===== config.mk =====
export PLATFORM = sky130hd
export DESIGN_NAME = tmr8_top
export DESIGN_NICKNAME = d
export VERILOG_FILES = /design/src/rtl/tmr8_pkg.sv /design/src/rtl/tmr8_prescaler.sv /design/src/rtl/tmr8_core.sv /design/src/rtl/tmr8_wave.sv /design/src/rtl/tmr8_top.sv
export SDC_FILE = /design/constraint.sdc
export NUM_CORES = 1
export LEC_CHECK = 0
export BUFFER_PORTS_ARGS = -buffer_cell sky130_fd_sc_hd__buf_2
export CORE_AREA = 2 2 61 107
export CTS_BUF_LIST = sky130_fd_sc_hd__clkbuf_4 sky130_fd_sc_hd__clkbuf_8
export DETAILED_ROUTE_END_ITERATION = 10
export DIE_AREA = 0 0 63 109
export GPL_ROUTABILITY_DRIVEN = 0
export PLACE_DENSITY = 0.57
export SLEW_MARGIN = 20
export SYNTH_ARGS = -nofsm -noshare
export SYNTH_HDL_FRONTEND = slang
export SYNTH_SLANG_ARGS = --single-unit

===== constraint.sdc =====
create_clock -name clk -period 2.19 [get_ports clk]
set_input_delay 0.1095 -clock clk [delete_from_list [all_inputs] [get_ports clk]]
set_output_delay 0.1095 -clock clk [all_outputs]
set_load 0.02 [all_outputs]

===== src/rtl/tmr8_pkg.sv =====
package tmr8_pkg;
    localparam int CNT_W = 8;
    localparam int PRE_W = 10;
    localparam int SEL_N = 8;

    localparam logic [1:0] A_CTRL = 2'd0;
    localparam logic [1:0] A_CNT  = 2'd1;
    localparam logic [1:0] A_CMP  = 2'd2;

    typedef enum logic [1:0] {
        OM_OFF = 2'd0,
        OM_TGL = 2'd1,
        OM_CLR = 2'd2,
        OM_SET = 2'd3
    } omode_e;

    typedef struct packed {
        logic       ext_sel;
        omode_e     omode;
        logic       pwm_en;
        logic       ctc_en;
        logic [2:0] csel;
    } ctrl_t;

    typedef struct packed {
        logic [CNT_W-1:0] cnt;
        logic             up;
        logic             ovf;
        logic             cev;
    } core_st_t;

    // prescaler bits that must be all ones for a tick at each select value
    function automatic int tap_bits(input int sel);
        case (sel)
            1: return 0;
            2: return 3;
            3: return 5;
            4: return 6;
            5: return 7;
            6: return 8;
            default: return 10;
        endcase
    endfunction
endpackage


===== src/rtl/tmr8_prescaler.sv =====
module tmr8_prescaler
    import tmr8_pkg::*;
#(
    parameter int W = PRE_W
) (
    input  logic       clk,
    input  logic       rst_n,
    input  logic [2:0] csel,
    input  logic       ext_sel,
    input  logic       ext_tick,
    output logic       tick
);
    logic [W-1:0] pre_d, pre_q;
    logic [SEL_N-1:0] tap;

    always_comb begin
        pre_d = pre_q + 1'b1;
    end

    always_ff @(posedge clk) begin
        if (!rst_n) pre_q <= '0;
        else        pre_q <= pre_d;
    end

    assign tap[0] = 1'b0;
    for (genvar g = 1; g < SEL_N; g++) begin : g_tap
        localparam int SH = tap_bits(g);
        if (SH == 0) begin : g_every
            assign tap[g] = 1'b1;
        end else begin : g_div
            assign tap[g] = &pre_q[SH-1:0];
        end
    end

    assign tick = ext_sel ? ext_tick : tap[csel];
endmodule


===== src/rtl/tmr8_core.sv =====
module tmr8_core
    import tmr8_pkg::*;
#(
    parameter int W = CNT_W
) (
    input  logic         clk,
    input  logic         rst_n,
    input  logic         tick,
    input  logic         wr_cnt,
    input  logic [W-1:0] wdata,
    input  logic [W-1:0] cmp_val,
    input  logic         ctc_en,
    input  logic         pwm_en,
    output logic [W-1:0] cnt,
    output logic         up,
    output logic         match_ev,
    output logic         ovf_o,
    output logic         cev_o
);
    localparam logic [W-1:0] TOP = '1;
    localparam logic [W-1:0] BOT = '0;

    core_st_t st_d, st_q;
    logic     eq;

    always_comb begin
        st_d     = st_q;
        st_d.ovf = 1'b0;
        st_d.cev = 1'b0;
        eq       = (st_q.cnt == cmp_val);
        match_ev = 1'b0;
        if (wr_cnt) begin
            st_d.cnt = wdata;
        end else if (tick) begin
            match_ev = eq;
            st_d.cev = eq;
            if (pwm_en) begin
                if (st_q.up) begin
                    if (st_q.cnt == TOP) begin
                        st_d.up  = 1'b0;
                        st_d.cnt = TOP - 1'b1;
                    end else begin
                        st_d.cnt = st_q.cnt + 1'b1;
                    end
                end else begin
                    if (st_q.cnt == BOT) begin
                        st_d.up  = 1'b1;
                        st_d.cnt = BOT + 1'b1;
                        st_d.ovf = 1'b1;
                    end else begin
                        st_d.cnt = st_q.cnt - 1'b1;
                    end
                end
            end else if (ctc_en && eq) begin
                st_d.cnt = BOT;
            end else begin
                st_d.ovf = (st_q.cnt == TOP);
                st_d.cnt = st_q.cnt + 1'b1;
            end
        end
        if (!pwm_en) st_d.up = 1'b1;
    end

    always_ff @(posedge clk) begin
        if (!rst_n) st_q <= '{cnt: '0, up: 1'b1, ovf: 1'b0, cev: 1'b0};
        else        st_q <= st_d;
    end

    assign cnt   = st_q.cnt;
    assign up    = st_q.up;
    assign ovf_o = st_q.ovf;
    assign cev_o = st_q.cev;
endmodule


===== src/rtl/tmr8_wave.sv =====
module tmr8_wave
    import tmr8_pkg::*;
(
    input  logic   clk,
    input  logic   rst_n,
    input  logic   match_ev,
    input  logic   up,
    input  logic   pwm_en,
    input  omode_e omode,
    output logic   pin
);
    logic pin_d, pin_q;
    logic drive;

    always_comb begin
        pin_d = pin_q;
        if (match_ev) begin
            if (!pwm_en) begin
                case (omode)
                    OM_TGL:  pin_d = ~pin_q;
                    OM_CLR:  pin_d = 1'b0;
                    OM_SET:  pin_d = 1'b1;
                    default: pin_d = pin_q;
                endcase
            end else begin
                case (omode)
                    OM_CLR:  pin_d = ~up;
                    OM_SET:  pin_d = up;
                    default: pin_d = pin_q;
                endcase
            end
        end
        drive = (omode != OM_OFF) && !(pwm_en && omode == OM_TGL);
    end

    always_ff @(posedge clk) begin
        if (!rst_n) pin_q <= 1'b0;
        else        pin_q <= pin_d;
    end

    assign pin = drive & pin_q;
endmodule


===== src/rtl/tmr8_top.sv =====
module tmr8_top
    import tmr8_pkg::*;
(
    input  logic       clk,
    input  logic       rst_n,
    input  logic       bus_wr,
    input  logic [1:0] bus_addr,
    input  logic [7:0] bus_wdata,
    output logic [7:0] bus_rdata,
    input  logic       ext_tick,
    output logic       ovf_evt,
    output logic       cmp_evt,
    output logic       wave_out
);
    typedef struct packed {
        ctrl_t            ctrl;
        logic [CNT_W-1:0] cmpr;
    } regs_t;

    regs_t            rg_d, rg_q;
    logic             tick_w;
    logic             wr_cnt_w;
    logic [CNT_W-1:0] cnt_w;
    logic             up_w;
    logic             match_w;

    always_comb begin
        rg_d     = rg_q;
        wr_cnt_w = bus_wr && (bus_addr == A_CNT);
        if (bus_wr && bus_addr == A_CTRL) rg_d.ctrl = ctrl_t'(bus_wdata);
        if (bus_wr && bus_addr == A_CMP)  rg_d.cmpr = bus_wdata;
        case (bus_addr)
            A_CTRL:  bus_rdata = rg_q.ctrl;
            A_CNT:   bus_rdata = cnt_w;
            A_CMP:   bus_rdata = rg_q.cmpr;
            default: bus_rdata = '0;
        endcase
    end

    always_ff @(posedge clk) begin
        if (!rst_n) rg_q <= '0;
        else        rg_q <= rg_d;
    end

    tmr8_prescaler #(.W(PRE_W)) u_pre (
        .clk      (clk),
        .rst_n    (rst_n),
        .csel     (rg_q.ctrl.csel),
        .ext_sel  (rg_q.ctrl.ext_sel),
        .ext_tick (ext_tick),
        .tick     (tick_w)
    );

    tmr8_core #(.W(CNT_W)) u_core (
        .clk      (clk),
        .rst_n    (rst_n),
        .tick     (tick_w),
        .wr_cnt   (wr_cnt_w),
        .wdata    (bus_wdata),
        .cmp_val  (rg_q.cmpr),
        .ctc_en   (rg_q.ctrl.ctc_en),
        .pwm_en   (rg_q.ctrl.pwm_en),
        .cnt      (cnt_w),
        .up       (up_w),
        .match_ev (match_w),
        .ovf_o    (ovf_evt),
        .cev_o    (cmp_evt)
    );

    tmr8_wave u_wave (
        .clk      (clk),
        .rst_n    (rst_n),
        .match_ev (match_w),
        .up       (up_w),
        .pwm_en   (rg_q.ctrl.pwm_en),
        .omode    (rg_q.ctrl.omode),
        .pin      (wave_out)
    );
endmodule


# Yosys cells after proc, flatten, opt, wreduce, memory -nomap -nowiden
# Index checks and enable logic that the tools add are counted.
# word_totals
elab_cells	77
output_inout_bits	11
register_bits	38
# classes
n_mux	25
addsub	3
reduce_logical	22
n_lt_le_gt_ge	1
n_eq_ne	8
n_bitwise	6
# op_table
operator	count
8-bit 2-to-1 mux	5
8-bit one-hot mux with 3 select lines	1
11-bit 2-to-1 mux	1
10-bit by 1-bit adder with 10-bit output (second input constant)	1
1-bit 2-to-1 mux	10
10-bit AND reduction	1
9-bit 2-to-1 mux	1
3-bit AND reduction	3
8-bit by 1-bit adder with 8-bit output (second input constant)	1
8-bit equality test	1
8-bit equality test (second input constant)	1
8-bit logical NOT	1
2-bit 2-to-1 mux	4
8-bit AND reduction	1
8-bit by 1-bit subtractor with 8-bit output (second input constant)	1
7-bit AND reduction	1
2-bit equality test (second input constant)	3
1-bit logical AND	6
6-bit AND reduction	1
1-bit NOT	5
5-bit AND reduction	1
2-bit by 1-bit equality test with 1-bit output (second input constant)	2
3-bit by 4-bit less-than comparator with 1-bit output (second input constant)	1
2-bit nonzero test	2
other kinds (10)	10

# Depth between registers and ports, before layout
# Gate-level depths: netlist of the first run.
# depth
word_depth	10
depth_mapped	10

# By module
# From an unflattened synthesis of the first run, not the netlist that was laid out.
# hier_totals
hier_cells	286
area_unflattened_um2	2534.9
# by_module_without_submodules
mod	cells_each	area_per_inst_um2	n_inst
tmr8_core	138	1136.1	1
tmr8_top	83	817.0	1
tmr8_prescaler	54	494.2	1
tmr8_wave	11	87.6	1

# Worst setup path after synthesis of the first run
# No wires, ideal clock.
# synth_timing
path_type	reg-to-reg
start	reg u_pre.pre_q[0]
end	reg u_core.st_q (netlist bit u_core.cnt[6])
stages_incl_launch_ff	11
setup_slack_ns	0.206
synth_period_minus_slack_ns	1.984
path_buffers	1
setup_ns	0.075
required_time_ns	2.115
arrival_time_ns	1.909
cell_sequence	dfxtp_1 -> ha_1 -> nand3_1 -> inv_1 -> ha_1 -> nor2b_1 -> mux2i_1 -> a222oi_1 -> buf_2 -> a31oi_1 -> o22ai_1
# synth_between
elab_chain_cells	5
elab_cells_between_ends	10
cone_classes	mux: 3; reduce/logical: 7
# synth_rtl
element	line	rtl
start: declaration	tmr8_prescaler.sv:13	logic [W-1:0] pre_d, pre_q;
start signal: assignment	tmr8_prescaler.sv:22	else pre_q <= pre_d;
10-bit AND reduction (tied with other cells)	tmr8_prescaler.sv:31	assign tap[g] = &pre_q[SH-1:0];
1-bit binary-select mux with 3-bit select (*)	tmr8_prescaler.sv:35	assign tick = ext_sel ? ext_tick : tap[csel];
1-bit 2-to-1 mux (implied by the code) (*)	tmr8_prescaler.sv:35	
1-bit 2-to-1 mux (*)	tmr8_prescaler.sv:35	
2-bit nonzero test (no source line) (*)	n/a	
end signal: assignment	tmr8_core.sv:65	if (!rst_n) st_q <= '{cnt: '0, up: 1'b1, ovf: 1'b0, cev: 1'b0};
end signal: assignment	tmr8_core.sv:66	else st_q <= st_d;
end: declaration	tmr8_core.sv:23	core_st_t st_d, st_q;
# Every way passes the cells marked *; elsewhere a longest branch is shown, timed or not. The select of a mux whose other input is x is not followed.
# A chain may end at the register's enable or synchronous reset.

# Worst setup path after layout of the first run
# layout_timing
start	reg u_pre.pre_q[1]
end	reg u_core.st_q (netlist bit u_core.cnt[6])
# Same word-level chain as after synthesis.

==> flow_summary.yaml, run 1 <==
synth:
  synth_flop_cell: "dfxtp_1"
  synthDistinctLibCells: 44
  syn_area_per_cell_um2: 7.73
  synth_fp_nets: 322
  syn_area_um2: 2330
  synth_seq_area_share: 0.326
  synthArstFlopShare: 0
  netlist_instances: 302
  synth_seq_cells: 38
  synth_edf_count: 0
  synth_warnings: 0
worst_setup_path:
  crit_path_cell_trace: "ha_4, nand3_2, inv_2, ha_4, nor2b_1, mux2i_1, a222oi_1, buf_4, a31oi_1, o22ai_1"
  critPathMaxFanout: 5
  path_common_cell: "ha_4"
  worst-setup-path-type: "reg2reg"
  crit_arrival_ps: 2320
  cpPeakStageDelay_ps: 540
  startpoint_type: "flop"
  crit_buf_inv: 2
  crit_slowest_cell: "a222oi_1"
  r2r_cells: 10
  cpLargestDelayFamily: "compound AO/OA/AOI/OAI gates"
  cp.required_ps: 2400
  crit_path_end_kind: "flop"
  cp.depth: 10
clocking:
  numCtsBuffers: 5
  clk_pin_slew_worst_paths_ps: 80
  postCtsHoldBufs: 0
  cts.sinks: 38
  cts_tree: "built"
  cts_buffer_depth: 2
  cts_max_level: 2
  cts-root-buf: "clkbuf_8"
  clk_latency_ps: 290
cells_and_area:
  design_area_um2: 2840
  n_antenna_cell: 0
  final_cell_mix: "dfxtp_1, buf_4, nand2_1, nor2_1, buf_2"
  fill_cells: 647
  layout-drive-gt1-share: 0.228
  final_common_cell: "dfxtp_1"
  finalNetCount: 361
  area_delta_synth_final_pct: 21.6
routing:
  dr.pass1.iters: 5
  drt-total-wl_um: 7030
  drc_errors: 0
  vias_per_cell: 5.56
  wire_per_inst_um: 16.6
  drtAntennaViolNets: 0
  drt_iter0_markers: 83
  vias: 2348
die:
  die_y_um: 109
  rows: 38
  design.die.area_um2: 6870
  core_um2: 6040
  initial_utilization: 0.387
  die_x_um: 63
  num_io_pins: 25
min_path:
  min_path_type: "in2reg"
  min_path_cells: 2
placement:
  placed_area_um2: 2680
  portBuffers: 24
  pre_cts_ws_ps: 70.2
  dpl.hpwl_um: 5310
sta:
  fin_crit_sh: 0.961
  worstMarginPinSlew_ps: 644
  final_max_slew_viol_count: 0
  finalHoldViolations: 0
  max_slew_margin: 0.571
  fmax_mhz: 475
  final-setup-viol-count: 0
  fin_crit_ps: 2110
  hold_ws_ps: 57.8
  setup_ws_ps: 84.6
  skew_ps: 11.2
  rsz0062_at_grt: "yes"
power:
  vdd_drop_max_uv: 583
  p_leak_nw: 1.14
  p_total_mw: 1.52
  powerDensity_nw_per_um2: 535
status:
  status: "completed"
global_routing:
  grt_first_pass_wirelength_um: 11100
  grt-ovfl-total: 0
  grtUsageTotal: 0.210
  antenna_found_initial: 0
  grt_pass1_vias: 2287
  grt_max_degree: 14
flow_run:
  drv_cap: 0
final timing paths:
kind	start	end	slack, ps
worst min-delay path	rst_n	u_core.up	60
worst max-delay path	u_pre.pre_q[1]	u_core.cnt[6]	80
worst max register to register	u_pre.pre_q[1]	u_core.cnt[6]	80
worst min register to register	rg_q[0]	rg_q[0]	490
report_power, final:
group / switching [mW] / leakage, nW / internal [mW]
Sequential: 0.0308 / 0.309 / 0.713
Combinational: 0.158 / 0.783 / 0.127
Clock: 0.253 / 0.0486 / 0.237
cells in the mapped netlist (all sizes together), types with 2 or more instances:
library cell / count / share of area
dfxtp: 38 / 0.33
nor2: 29 / 0.047
nand2: 28 / 0.045
a21oi: 20 / 0.043
nand3: 18 / 0.039
o21ai: 17 / 0.036
mux2i: 16 / 0.069
clkbuf: 15 / 0.024
xor2: 14 / 0.053
and2: 12 / 0.032
a31oi: 10 / 0.027
inv: 9 / 0.014
buf: 8 / 0.017
nor4: 7 / 0.019
o22ai: 7 / 0.019
ha: 6 / 0.032
nor3: 6 / 0.015
nand2b: 4 / 0.011
nand4: 4 / 0.011
o32ai: 4 / 0.015
xnor2: 4 / 0.015
a21boi: 2 / 0.0064
and3: 2 / 0.0054
nand3b: 2 / 0.0064
nor2b: 2 / 0.0054
or4: 2 / 0.0064
metrics by stage:
step,util,instances,setup TNS (ps)
floorplan,-,302,0
global placement,0.443,412,0
detailed placement,0.443,412,0
CTS,0.458,420,0
global route,0.470,422,-612
finish,0.470,422,0
worst reg2reg max path: cells and delay by family (launching register included):
family	cells	cell delay [ps]
AND/OR/NAND/NOR	2	170
multiplexers	1	80
flip-flops	1	350
adder cells (fa/ha/maj)	2	300
AO/OA/AOI/OAI	3	800
buffers and inverters	2	320
kinds of logic after synthesis:
kind of cell | synth area share
AND/OR/NAND/NOR | 0.263
multiplexers | 0.0734
flip-flops | 0.326
XOR/XNOR | 0.0675
buffers and inverters | 0.0552
AO/OA/AOI/OAI | 0.183
adder cells (fa/ha/maj) | 0.0322
what timing repair did:
item	in CTS	in global routing
endpoints found under the setup margin	0	11
resized for setup	0	15
setup buffers	0	1
hold endpoints to repair	0	0
routing by layer:
metal	global-route usage	vias up	share of wire
li1	-	1150	-
met3	0.0258	21	0.031
met2	0.400	56	0.53
met5	0	-	0
met1	0.216	1121	0.39
met4	0.121	0	0.048
flip-flops by register name, summed over array words and instances, names as in the netlist:
register and count:
rg_q 16, u_core.cev_o 1, u_wave.pin_q 1, u_pre.pre_q 10, u_core.ovf_o 1, u_core.cnt 8, u_core.up 1
area by class of cell:
type / instances / area, µm² / area share
multi-input cells: 232 / 1500 / 0.529
well taps: 80 / 100 / 0.0353
inverters: 9 / 33.8 / 0.0119
clock inverters: 2 / 13.8 / 0.00485
clock buffers: 6 / 76.3 / 0.0269
flip-flops and latches: 38 / 763 / 0.269
repair buffers: 55 / 350 / 0.123
Note: power is estimated with default switching activity, not from simulation.
==> run 2: changes to the inputs <==
==> constraint.sdc (replaced) <==
create_clock -name clk -period 2.19 [get_ports clk]
set_input_delay 0.5475 -clock clk [delete_from_list [all_inputs] [get_ports clk]]
set_output_delay 0.5475 -clock clk [all_outputs]
set_load 0.02 [all_outputs]
==> run 2 against run 1 <==
  * Total power up 7.4%
  * Global-route usage is essentially flat
  * Clock-buffer cell count unchanged
  * Maximum frequency increased by 2.4%
  * Critical path depth increased by 1
  * Clock skew down 4.7 ps
  * First-iteration DRC count rose by 76%
==> flow_summary.yaml, run 2 (synthesized netlist as in run 1, its figures left out) <==
cells_and_area:
  final_cell_mix: "buf_4, dfxtp_1, nor2_1"
  n_antenna_cell: 0
  regMostFlops: "rg_q"
  finalNetCount: 368
  final_common_cell: "buf_4"
  layout-drive-gt1-share: 0.233
  largest_register_ffs: 16
  fin_cells: 428
  fin_util: 0.479
  area_delta_synth_final_pct: 23.9
routing:
  drtAntennaViolNets: 0
  drt_iter0_markers: 146
  wire_per_inst_um: 16.0
  drc_errors: 0
  vias: 2294
  vias_per_cell: 5.36
  drt-total-wl_um: 6840
  dr.pass1.iters: 4
die:
  rows: 38
  die_y_um: 109
  die_x_um: 63
  num_io_pins: 25
  initial_utilization: 0.387
  design.die.area_um2: 6870
  core_um2: 6040
sta:
  fin_crit_ps: 2060
  rsz0062_at_grt: "no"
  setup_ws_ps: 133
  finalHoldViolations: 0
  skew_ps: 6.50
  hold_ws_ps: 491
  worstMarginPinSlew_ps: 473
  final-setup-viol-count: 0
  fmax_mhz: 486
  final_max_slew_viol_count: 0
  max_slew_margin: 0.684
  fin_crit_sh: 0.939
worst_setup_path:
  crit_path_end_kind: "flop"
  worst-setup-path-type: "reg2reg"
  crit_slowest_cell: "or4b_1"
  critPathMaxFanout: 11
  crit_buf_inv: 3
  r2r_cells: 11
  cp.depth: 11
  cp.required_ps: 2420
  cpLargestDelayFamily: "simple AND/OR/NAND/NOR gates"
  cpPeakStageDelay_ps: 470
  path_common_cell: "buf_4"
  crit_arrival_ps: 2290
  startpoint_type: "flop"
  crit_path_cell_trace: "ha_2, nand3_2, inv_2, ha_1, nor2b_1, mux2i_1, a222oi_1, buf_4, buf_4, or4b_1, nand4_1"
power:
  powerDensity_nw_per_um2: 564
  p_seq_frac: 0.453
  clockPowerShare: 0.372
  p_int_mw: 1.21
  p_sw_frac: 0.261
  p_leak_nw: 1.19
  combPwrFrac: 0.175
  vdd_drop_max_uv: 520
  p_total_mw: 1.63
  p_sw_uw: 426
status:
  status: "completed"
flow_run:
  drv_cap: 0
global_routing:
  grt_first_pass_wirelength_um: 11200
  grt_max_degree: 19
  antenna_found_initial: 0
  grtUsageTotal: 0.210
  grt_pass1_vias: 2294
  grt-ovfl-total: 0
placement:
  portBuffers: 24
  dpl.hpwl_um: 5330
  pre_cts_ws_ps: 12.8
  dp_cells: 418
clocking:
  cts_max_level: 2
  cts-root-buf: "clkbuf_8"
  cts_tree: "built"
  clk_pin_slew_worst_paths_ps: 70
  cts.sinks: 38
  clk_latency_ps: 290
  cts_buffer_depth: 2
  numCtsBuffers: 5
min_path:
  min_path_cells: 2
  min_path_type: "reg2reg"
-- run 2: worst reg2reg max path: stages, from the launching register on --
cell and delay [ps]:
dfxtp_1 340, ha_2 190, nand3_2 100, inv_2 70, ha_1 130, nor2b_1 40
mux2i_1 120, a222oi_1 90, buf_4 160, buf_4 160, or4b_1 470, nand4_1 120
-- run 2: cell type report --
| cell class | instances | area (µm²) |
|---|---|---|
| Multi-Input combinational cell | 232 | 1470 |
| Fill cell | 652 | 3150 |
| Inverter | 9 | 33.8 |
| Timing Repair Buffer | 62 | 418 |
| Tap cell | 80 | 100 |
| Clock inverter | 1 | 30.0 |
| Sequential cell | 38 | 763 |
| Clock buffer | 6 | 82.6 |
-- run 2: what timing repair did --
| item | 4_1_cts | 5_1_grt |
|---|---|---|
| pin swaps | 0 | 1 |
| hold buffers | 0 | 0 |
| resized for setup | 0 | 8 |
| endpoints found under the setup margin | 1 | 7 |
| buffers inserted | 3 | 0 |
-- run 2: worst paths after layout --
check	to	startpoint	slack (ps)
min	rg_q[4]	rg_q[4]	490
max	u_core.up	u_pre.pre_q[0]	130
max reg2reg	u_core.up	u_pre.pre_q[0]	130
min reg2reg	rg_q[4]	rg_q[4]	490
-- run 2: through the flow --
stage	area (µm²)	TNS, ps
floorplan	2340	-301
global placement	2740	0
detailed placement	2740	0
CTS	2870	0
global route	2890	0
finish	2890	0
-- run 2: power groups by stage --
stage	combinational [mW]	clock (mW)	sequential, mW
after floorplan	0.171	0	0.742
after global placement	0.276	0	0.753
after detailed placement	0.277	0	0.754
after CTS	0.282	0.621	0.738
after global routing	0.315	0.650	0.742
final	0.286	0.608	0.739
-- run 2: metal layers --
layer / track usage / wire length, µm / vias up
met3: 0.0227 / 181 / 13
li1: - / - / 1165
met4: 0.111 / 256 / 0
met2: 0.399 / 3720 / 45
met1: 0.224 / 2680 / 1071
met5: 0 / 0 / -
